### src/rtl/raster_timing_gen.sv
module raster_timing_gen #(
  parameter int CW = 12,
  parameter int DW = 32
) (
  input  logic          clk,
  input  logic          rst_n,
  input  logic          reg_we,
  input  logic [3:0]    reg_addr,
  input  logic [DW-1:0] reg_wdata,
  output logic [DW-1:0] reg_rdata,
  output logic          hsync,
  output logic          vsync,
  output logic          de,
  output logic [CW-1:0] pix_x,
  output logic [CW-1:0] pix_y,
  output logic          irq
);
  localparam int TW = CW + 2;
  localparam logic [3:0] A_CTRL = 4'd0, A_STAT = 4'd9, A_IEN = 4'd10;

  logic [CW-1:0] sh [8];
  logic [CW-1:0] wk [8];
  logic run_req, running, load_pend, srst, inv_hs, inv_vs, inv_de, vb_stat, vb_en;
  logic [TW-1:0] hcnt, vcnt;
  logic [TW-1:0] h_a, h_s0, h_s1, h_tot, v_a, v_s0, v_s1, v_tot;

  assign h_a   = TW'(wk[0]);
  assign h_s0  = h_a  + TW'(wk[1]);
  assign h_s1  = h_s0 + TW'(wk[2]);
  assign h_tot = h_s1 + TW'(wk[3]);
  assign v_a   = TW'(wk[4]);
  assign v_s0  = v_a  + TW'(wk[5]);
  assign v_s1  = v_s0 + TW'(wk[6]);
  assign v_tot = v_s1 + TW'(wk[7]);

  logic live, line_end, frame_end, vb_hit, apply, ctrl_wr;
  assign live      = running & ~srst;
  assign line_end  = hcnt == h_tot - 1'b1;
  assign frame_end = live & line_end & (vcnt == v_tot - 1'b1);
  assign vb_hit    = live & (hcnt == '0) & (vcnt == v_a);
  assign apply     = load_pend & (~running | frame_end);
  assign ctrl_wr   = reg_we & (reg_addr == A_CTRL);

  always_ff @(posedge clk or negedge rst_n) begin
    if (!rst_n) begin
      for (int i = 0; i < 8; i++) begin
        sh[i] <= CW'(1);
        wk[i] <= CW'(1);
      end
      {run_req, running, load_pend, srst} <= '0;
      {inv_hs, inv_vs, inv_de, vb_stat, vb_en} <= '0;
      hcnt <= '0;
      vcnt <= '0;
    end else begin
      for (int i = 0; i < 8; i++)
        if (reg_we && reg_addr == 4'(i + 1)) sh[i] <= reg_wdata[CW-1:0];

      if (apply) begin
        for (int i = 0; i < 8; i++) wk[i] <= sh[i];
        load_pend <= 1'b0;
      end
      if (ctrl_wr) begin
        run_req <= reg_wdata[0];
        srst    <= reg_wdata[2];
        inv_hs  <= reg_wdata[3];
        inv_vs  <= reg_wdata[4];
        inv_de  <= reg_wdata[5];
        if (reg_wdata[1]) load_pend <= 1'b1;
      end
      if (reg_we && reg_addr == A_IEN) vb_en <= reg_wdata[0];

      if (vb_hit) vb_stat <= 1'b1;
      else if (reg_we && reg_addr == A_STAT && reg_wdata[0]) vb_stat <= 1'b0;

      if (frame_end) begin
        if (!run_req) running <= 1'b0;
      end else if (srst && !run_req) begin
        running <= 1'b0;
      end else if (!running && run_req) begin
        running <= 1'b1;
      end

      if (!live) begin
        hcnt <= '0;
        vcnt <= '0;
      end else if (line_end) begin
        hcnt <= '0;
        vcnt <= (vcnt == v_tot - 1'b1) ? '0 : vcnt + 1'b1;
      end else begin
        hcnt <= hcnt + 1'b1;
      end
    end
  end

  logic hs_raw, vs_raw, de_raw;
  assign hs_raw = live & (hcnt >= h_s0) & (hcnt < h_s1);
  assign vs_raw = live & (vcnt >= v_s0) & (vcnt < v_s1);
  assign de_raw = live & (hcnt < h_a) & (vcnt < v_a);

  assign hsync = hs_raw ^ inv_hs;
  assign vsync = vs_raw ^ inv_vs;
  assign de    = de_raw ^ inv_de;
  assign pix_x = de_raw ? hcnt[CW-1:0] : '0;
  assign pix_y = de_raw ? vcnt[CW-1:0] : '0;
  assign irq   = vb_stat & vb_en;

  always_comb begin
    reg_rdata = '0;
    case (reg_addr)
      A_CTRL: reg_rdata = DW'({inv_de, inv_vs, inv_hs, srst, load_pend, run_req | running});
      A_STAT: reg_rdata = DW'(vb_stat);
      A_IEN:  reg_rdata = DW'(vb_en);
      default:
        for (int i = 0; i < 8; i++)
          if (reg_addr == 4'(i + 1)) reg_rdata = DW'(sh[i]);
    endcase
  end
endmodule


### config.mk
export PLATFORM = sky130hd
export DESIGN_NAME = raster_timing_gen
export DESIGN_NICKNAME = d
export VERILOG_FILES = /design/src/rtl/raster_timing_gen.sv
export SDC_FILE = /design/constraint.sdc
export NUM_CORES = 1
export LEC_CHECK = 0
export ABC_AREA = 1
export CORE_UTILIZATION = 46
export DETAILED_ROUTE_END_ITERATION = 16
export PLACE_DENSITY_LB_ADDON = 0.2
export SLEW_MARGIN = 20
export SYNTH_ARGS = -nofsm -noshare
export SYNTH_HDL_FRONTEND = slang
export SYNTH_SLANG_ARGS = --single-unit
export TNS_END_PERCENT = 10
### constraint.sdc
create_clock -name clk -period 4.9 [get_ports clk]
set_input_delay 0.735 -clock clk [delete_from_list [all_inputs] [get_ports clk]]
set_output_delay 0.735 -clock clk [all_outputs]
set_load 0.005 [all_outputs]
Word level (Yosys, flattened, before mapping)
Cells that the tools add are included. W data, S select, Z words.

Bits in registers: 229. Output and inout bits: 60. Input bits: 39. Logic and storage cells: 124.

Reduce and logical (&&, ||, !) cells: 20. Add/subtract/negate cells: 10. Equality and inequality tests: 15. Bitwise logic cells: 21. Magnitude comparators: 6. Muxes and demuxes: 25.

Operators by type and width (count): $mux W32 (7); $pmux W32 S3 (1); $mux W14 (5); $mux W12 (3); $add A13 B12 Y14 (2); $add A14 B1 Y14 const B (2); $add A14 B12 Y14 (2); $eq A14 B14 Y1 (2); $ge A14 B13 Y1 (2); $lt A14 B12 Y1 (2); $lt A14 B14 Y1 (2); $sub A14 B1 Y14 const B (2); $add A12 B12 Y13 (2); $eq A4 B3 Y1 const B (4); $and A1 B1 Y1 (14); $eq A14 B12 Y1 (1); $logic_not A14 Y1 (1); $logic_and A1 B1 Y1 (13); $eq A4 B4 Y1 const B (3); $mux W1 (9); $eq A4 B2 Y1 const B (2); $eq A4 B1 Y1 const B (1); $logic_not A4 Y1 (1); $reduce_bool A3 Y1 (1); 8 further kinds (13).

Logic depth before layout (Yosys ltp)
Word-level depth: 12. Depth in mapped cells: 39. Mapped depth without buffers: 37.

Worst setup path before layout
No wires, ideal clock.

Path type: flip-flop to flip-flop. From: register wk (netlist bit h_a[0]). To: register wk[61] (netlist bit). Setup time: 117 ps. Buffers on the path: 2. Cell stages (with the launch flop): 33. Arrival time: 4839 ps. Period minus slack after synthesis: 4956 ps. Setup slack: -56 ps. Required time: 4783 ps. Cell sequence: dfstp_2 > ha_1 > inv_1 > fa_1 > o21ai_2 > a21oi_1 > o21bai_1 > xor2_1 > inv_1 > ha_1 > a21oi_1 > inv_1 > a31oi_1 > xor2_1 > or2_2 > ha_1 > a21o_1 > a31oi_1 > nand3_1 > nand2_1 > nand2_1 > inv_1 > nand3_1 > nand2_1 > nand2_2 > nor2_4 > nand2_2 > nand2_4 > nand2_4 > buf_6 > buf_6 > nand2_1 > nand2_1.

Word-level cells in the longest chain between the ends: 9.

Ends and longest elaborated chain: start, declared (line 22) `logic [CW-1:0] wk [8];`; start signal, assigned by index (line 48) `wk[i] <= CW'(1);`; $add A12 B12 Y13 (line 28) `assign h_s0 = h_a + TW'(wk[1]);`; $add A13 B12 Y14 (line 29) `assign h_s1 = h_s0 + TW'(wk[2]);`; $add A14 B12 Y14 (line 30) `assign h_tot = h_s1 + TW'(wk[3]);`; $sub A14 B1 Y14 (line 38) `assign line_end = hcnt == h_tot - 1'b1;`; $eq A14 B14 Y1 (line 38); $and A1 B1 Y1 (2 in series) (line 39) `assign frame_end = live & line_end & (vcnt == v_tot - 1'b1);`; $or A1 B1 Y1 (line 41) `assign apply = load_pend & (~running | frame_end);`; $and A1 B1 Y1 (line 41).

Every way passes these cells. A chain may end at the register's enable or synchronous reset.

Worst setup path after layout
From: register wk[72] (netlist bit). To: register wk[27] (netlist bit).

The elaborated chain is that of the path after synthesis.

==> results.txt <==
The run finished, with violations left. The final reports fail on setup timing. Counting flops with an async set or reset pin after synthesis yields a share of 100%.

After synthesis, flip-flops and latches occupy 35.2% of the total area. The logs give 0.188 GHz for the maximum clock frequency and 50 for the number of library cell types mapped by synthesis. The total number of vias was 16200; the number of cells after detailed placement was 2866. Each instance of the synthesized netlist takes up on average 7.33 µm².

During synthesis, Yosys emitted a total of 0 warnings. The total routed wirelength is 53300 µm. The class of the most critical hold timing path was in2async. The worst setup path is captured at a flop. The tools report the number of antenna violations at the first check in global routing as 0. Total number of nets in the final design: 2724.

Among all stages on the critical path, the largest delay is contributed by dfstp_2. The area growth from synthesis to layout works out to 34.8%. The number of global-route vias before repair came out at 15200.

The tools report the insertion delay of the later-clocked pin in the worst-skew pair as 0.57 ns. The number of routed nets with antenna violations is 0, and the mean number of vias per cell is 5.41. The run gives 99 as the count of pins on the block boundary. After synthesis, the most frequently instantiated cells are nand2_1, inv_1, dfrtp_1, nand3_1, ha_1. The mean routed wirelength per cell is 17.9 µm. The violation count after the first detailed-routing iteration came out at 1317. The clock drives 229 sinks. The core area was 34700 µm²; the maximum number of buffers from clock root to sink was 3. The most used flip-flop cell after synthesis is dfrtp_1. The required time of the critical path was 5.34 ns.

TritonCTS built the clock tree. Entering global routing, the biggest net connects 110 pins. Of all cell types, the one taking the most synthesized area is dfrtp_1. The number of port buffers works out to 58.

The slew at the pin with the worst max-slew slack is 1.20 ns, and the routability-driven placement congestion ratio is 0.924. For the final database, setup skew stands at 0.0247 ns. Clock tree synthesis inserted a total of 27 buffers. The worst path uses 109% of the clock period.

Once the floorplan was initialized, standard cells occupied 47.0% of the core. The netlist area before placement came out at 16300 µm². After detailed routing, the number of remaining DRC violations is 0. Setup violations remaining at the end of the flow were counted as 126. The post-layout worst setup margin is -0.433 ns, and the delay of the slowest cell on the worst path is 0.56 ns.

At the worst endpoint, the arrival time is 5.78 ns. Headroom to the max-slew limit came out at 20.2%. The global-route wire length before repair was 81500 µm; the H-tree depth was 1. The die boundary height is 190 µm. Sorting the synthesized cells by area gives the leading types as dfrtp_1, nand2_1, ha_1, inv_1, nand3_1.

The residual overflow from global routing came out at 0. Setup repair after global routing could not meet its margin everywhere. In this run the clock root is driven by a clkbuf_16. For the overall track demand over capacity in global routing, the log shows 28.6%. The run gives 2227 as the number of cells produced by synthesis. The die covers 36300 µm². In this run, synthesis produced a sequential element count of 229. The post-CTS clock slew at the launch and capture registers of the worst setup and hold paths works out to 0.06 ns. Cell family contributing the most delay on the critical path: simple AND/OR/NAND/NOR gates. After floorplanning, the core was divided into 68 placement rows. The number of endpoints with negative hold slack in the final report is 0, and the maximum net fanout on the critical path is 5. Most numerous cell on the critical path: nand2_1. In the final layout, the share of cells above drive strength 1 is 24.4%. In this run the horizontal extent of the chip is 190 µm.

The count of max-cap constraint violations came out at 0. The run gives 35400 µm as the HPWL reported at the end of detailed placement. The category of the most critical setup path is reg2reg. The worst setup path is launched from a flop. The number of pins exceeding their max-slew limit in the final report is 0.

Number of antenna cells inserted: 0. In this run the biggest area consumer among cell types represents 32.6% of the synthesized area. For this run, the number of standard cells in the final layout without fillers is 2987. For the final routed database, the setup TNS stands at -37.02 ns. The smallest clock period supported by the final layout is computed as 5.33 ns. The number of search-and-repair iterations in the first detailed-routing pass is 5, and the count of flip-flops with a built-in enable after synthesis is 0. Most frequent cell after synthesis: nand2_1.

Total buffers and inverters traversed by the critical path: 8.
-- flip-flops by register name, indices dropped and copies added (netlist names), 12 cells and up --
signal	count
v_a	12
vcnt	14
h_a	12
wk	72
sh	96
hcnt	14
-- kinds of logic (layout without fill, tap and decap cells) --
family	count (synthesis)	after routing	synth area share (%)
and+or+nand+nor	1066	1067	27.2
buffers and inverters	376	661	9.52
AOI/OAI and AO/OA	312	312	10.8
DFF	229	229	35.2
adders and majority gates	174	174	13.6
xor gates and xnor gates	69	69	3.70
other	1	20	0.0230
-- path summary, 6_finish.rpt --
kind / from / to / slack (ns) / depth (start not counted)
worst max register to register: wk[72] / wk[27] / -0.43 / 37
min in group clk: wk[74] / wk[74] / 0.48 / 2
worst max-delay path: wk[72] / wk[27] / -0.43 / 37
max in group asynchronous: rst_n / sh[69] / 3.60 / 2
worst min-delay path: rst_n / sh[20] / 0.14 / 1
worst min register to register: wk[74] / wk[74] / 0.48 / 2
-- per-stage QoR --
stage / utilization (%) / area, µm² / hold WS (ns) / worst slack (ns)
2_1_floorplan: - / 16400 / 0.439 / 0.0497
3_3_place_gp: 53.6 / 18600 / 0.455 / -0.444
3_5_place_dp: 53.6 / 18600 / 0.466 / -0.483
4_1_cts: 60.4 / 21000 / 0.237 / -0.458
5_1_grt: 63.4 / 22000 / 0.246 / -0.650
6_report: 63.4 / 22000 / 0.141 / -0.433
-- cells in the final DEF, fill, tap and decap left out, drive strengths merged, types with 3 or more instances in the layout --
| cell type | instances |
|---|---|
| a21o | 13 |
| a21oi | 91 |
| a221oi | 4 |
| a22o | 4 |
| a31oi | 15 |
| buf | 259 |
| clkbuf | 44 |
| clkdlybuf4s50 | 55 |
| clkinv | 5 |
| clkinvlp | 4 |
| conb | 20 |
| dfrtp | 213 |
| dfstp | 16 |
| fa | 6 |
| ha | 168 |
| inv | 294 |
| nand2 | 678 |
| nand3 | 181 |
| nand3b | 3 |
| nand4 | 38 |
| nor2 | 135 |
| nor3 | 21 |
| nor4 | 4 |
| o211ai | 8 |
| o21ai | 139 |
| o21bai | 8 |
| o221ai | 3 |
| o22ai | 17 |
| or2 | 4 |
| xnor2 | 17 |
| xor2 | 52 |
-- metal layers --
layer	up-vias	GRT usage (%)	routed length, µm
li1	7786	-	-
met1	7706	40.7	23800
met2	584	45.6	24900
met3	82	3.46	3280
met4	0	8.37	1360
met5	-	0	0
-- what timing repair did --
item | CTS | global route
gates resized for setup | 174 | 208
endpoints found under the setup margin | 128 | 128
setup buffers | 33 | 23
pin swaps | 102 | 171
endpoints found under the hold margin | 0 | 0
hold buffers | 0 | 0
gates cloned | 17 | 4
-- area by class of cell --
class	instances	area, µm²
tap	455	569
timing repair buffer	318	3000
clock inverter	10	71.3
inverter	293	1100
multi-input combinational	1642	10700
fill	2940	12700
clock buffer	40	774
sequential	229	5750
Power is not shown: default switching activity piles up to over one toggle a cycle in this logic, so the estimate is an artifact.
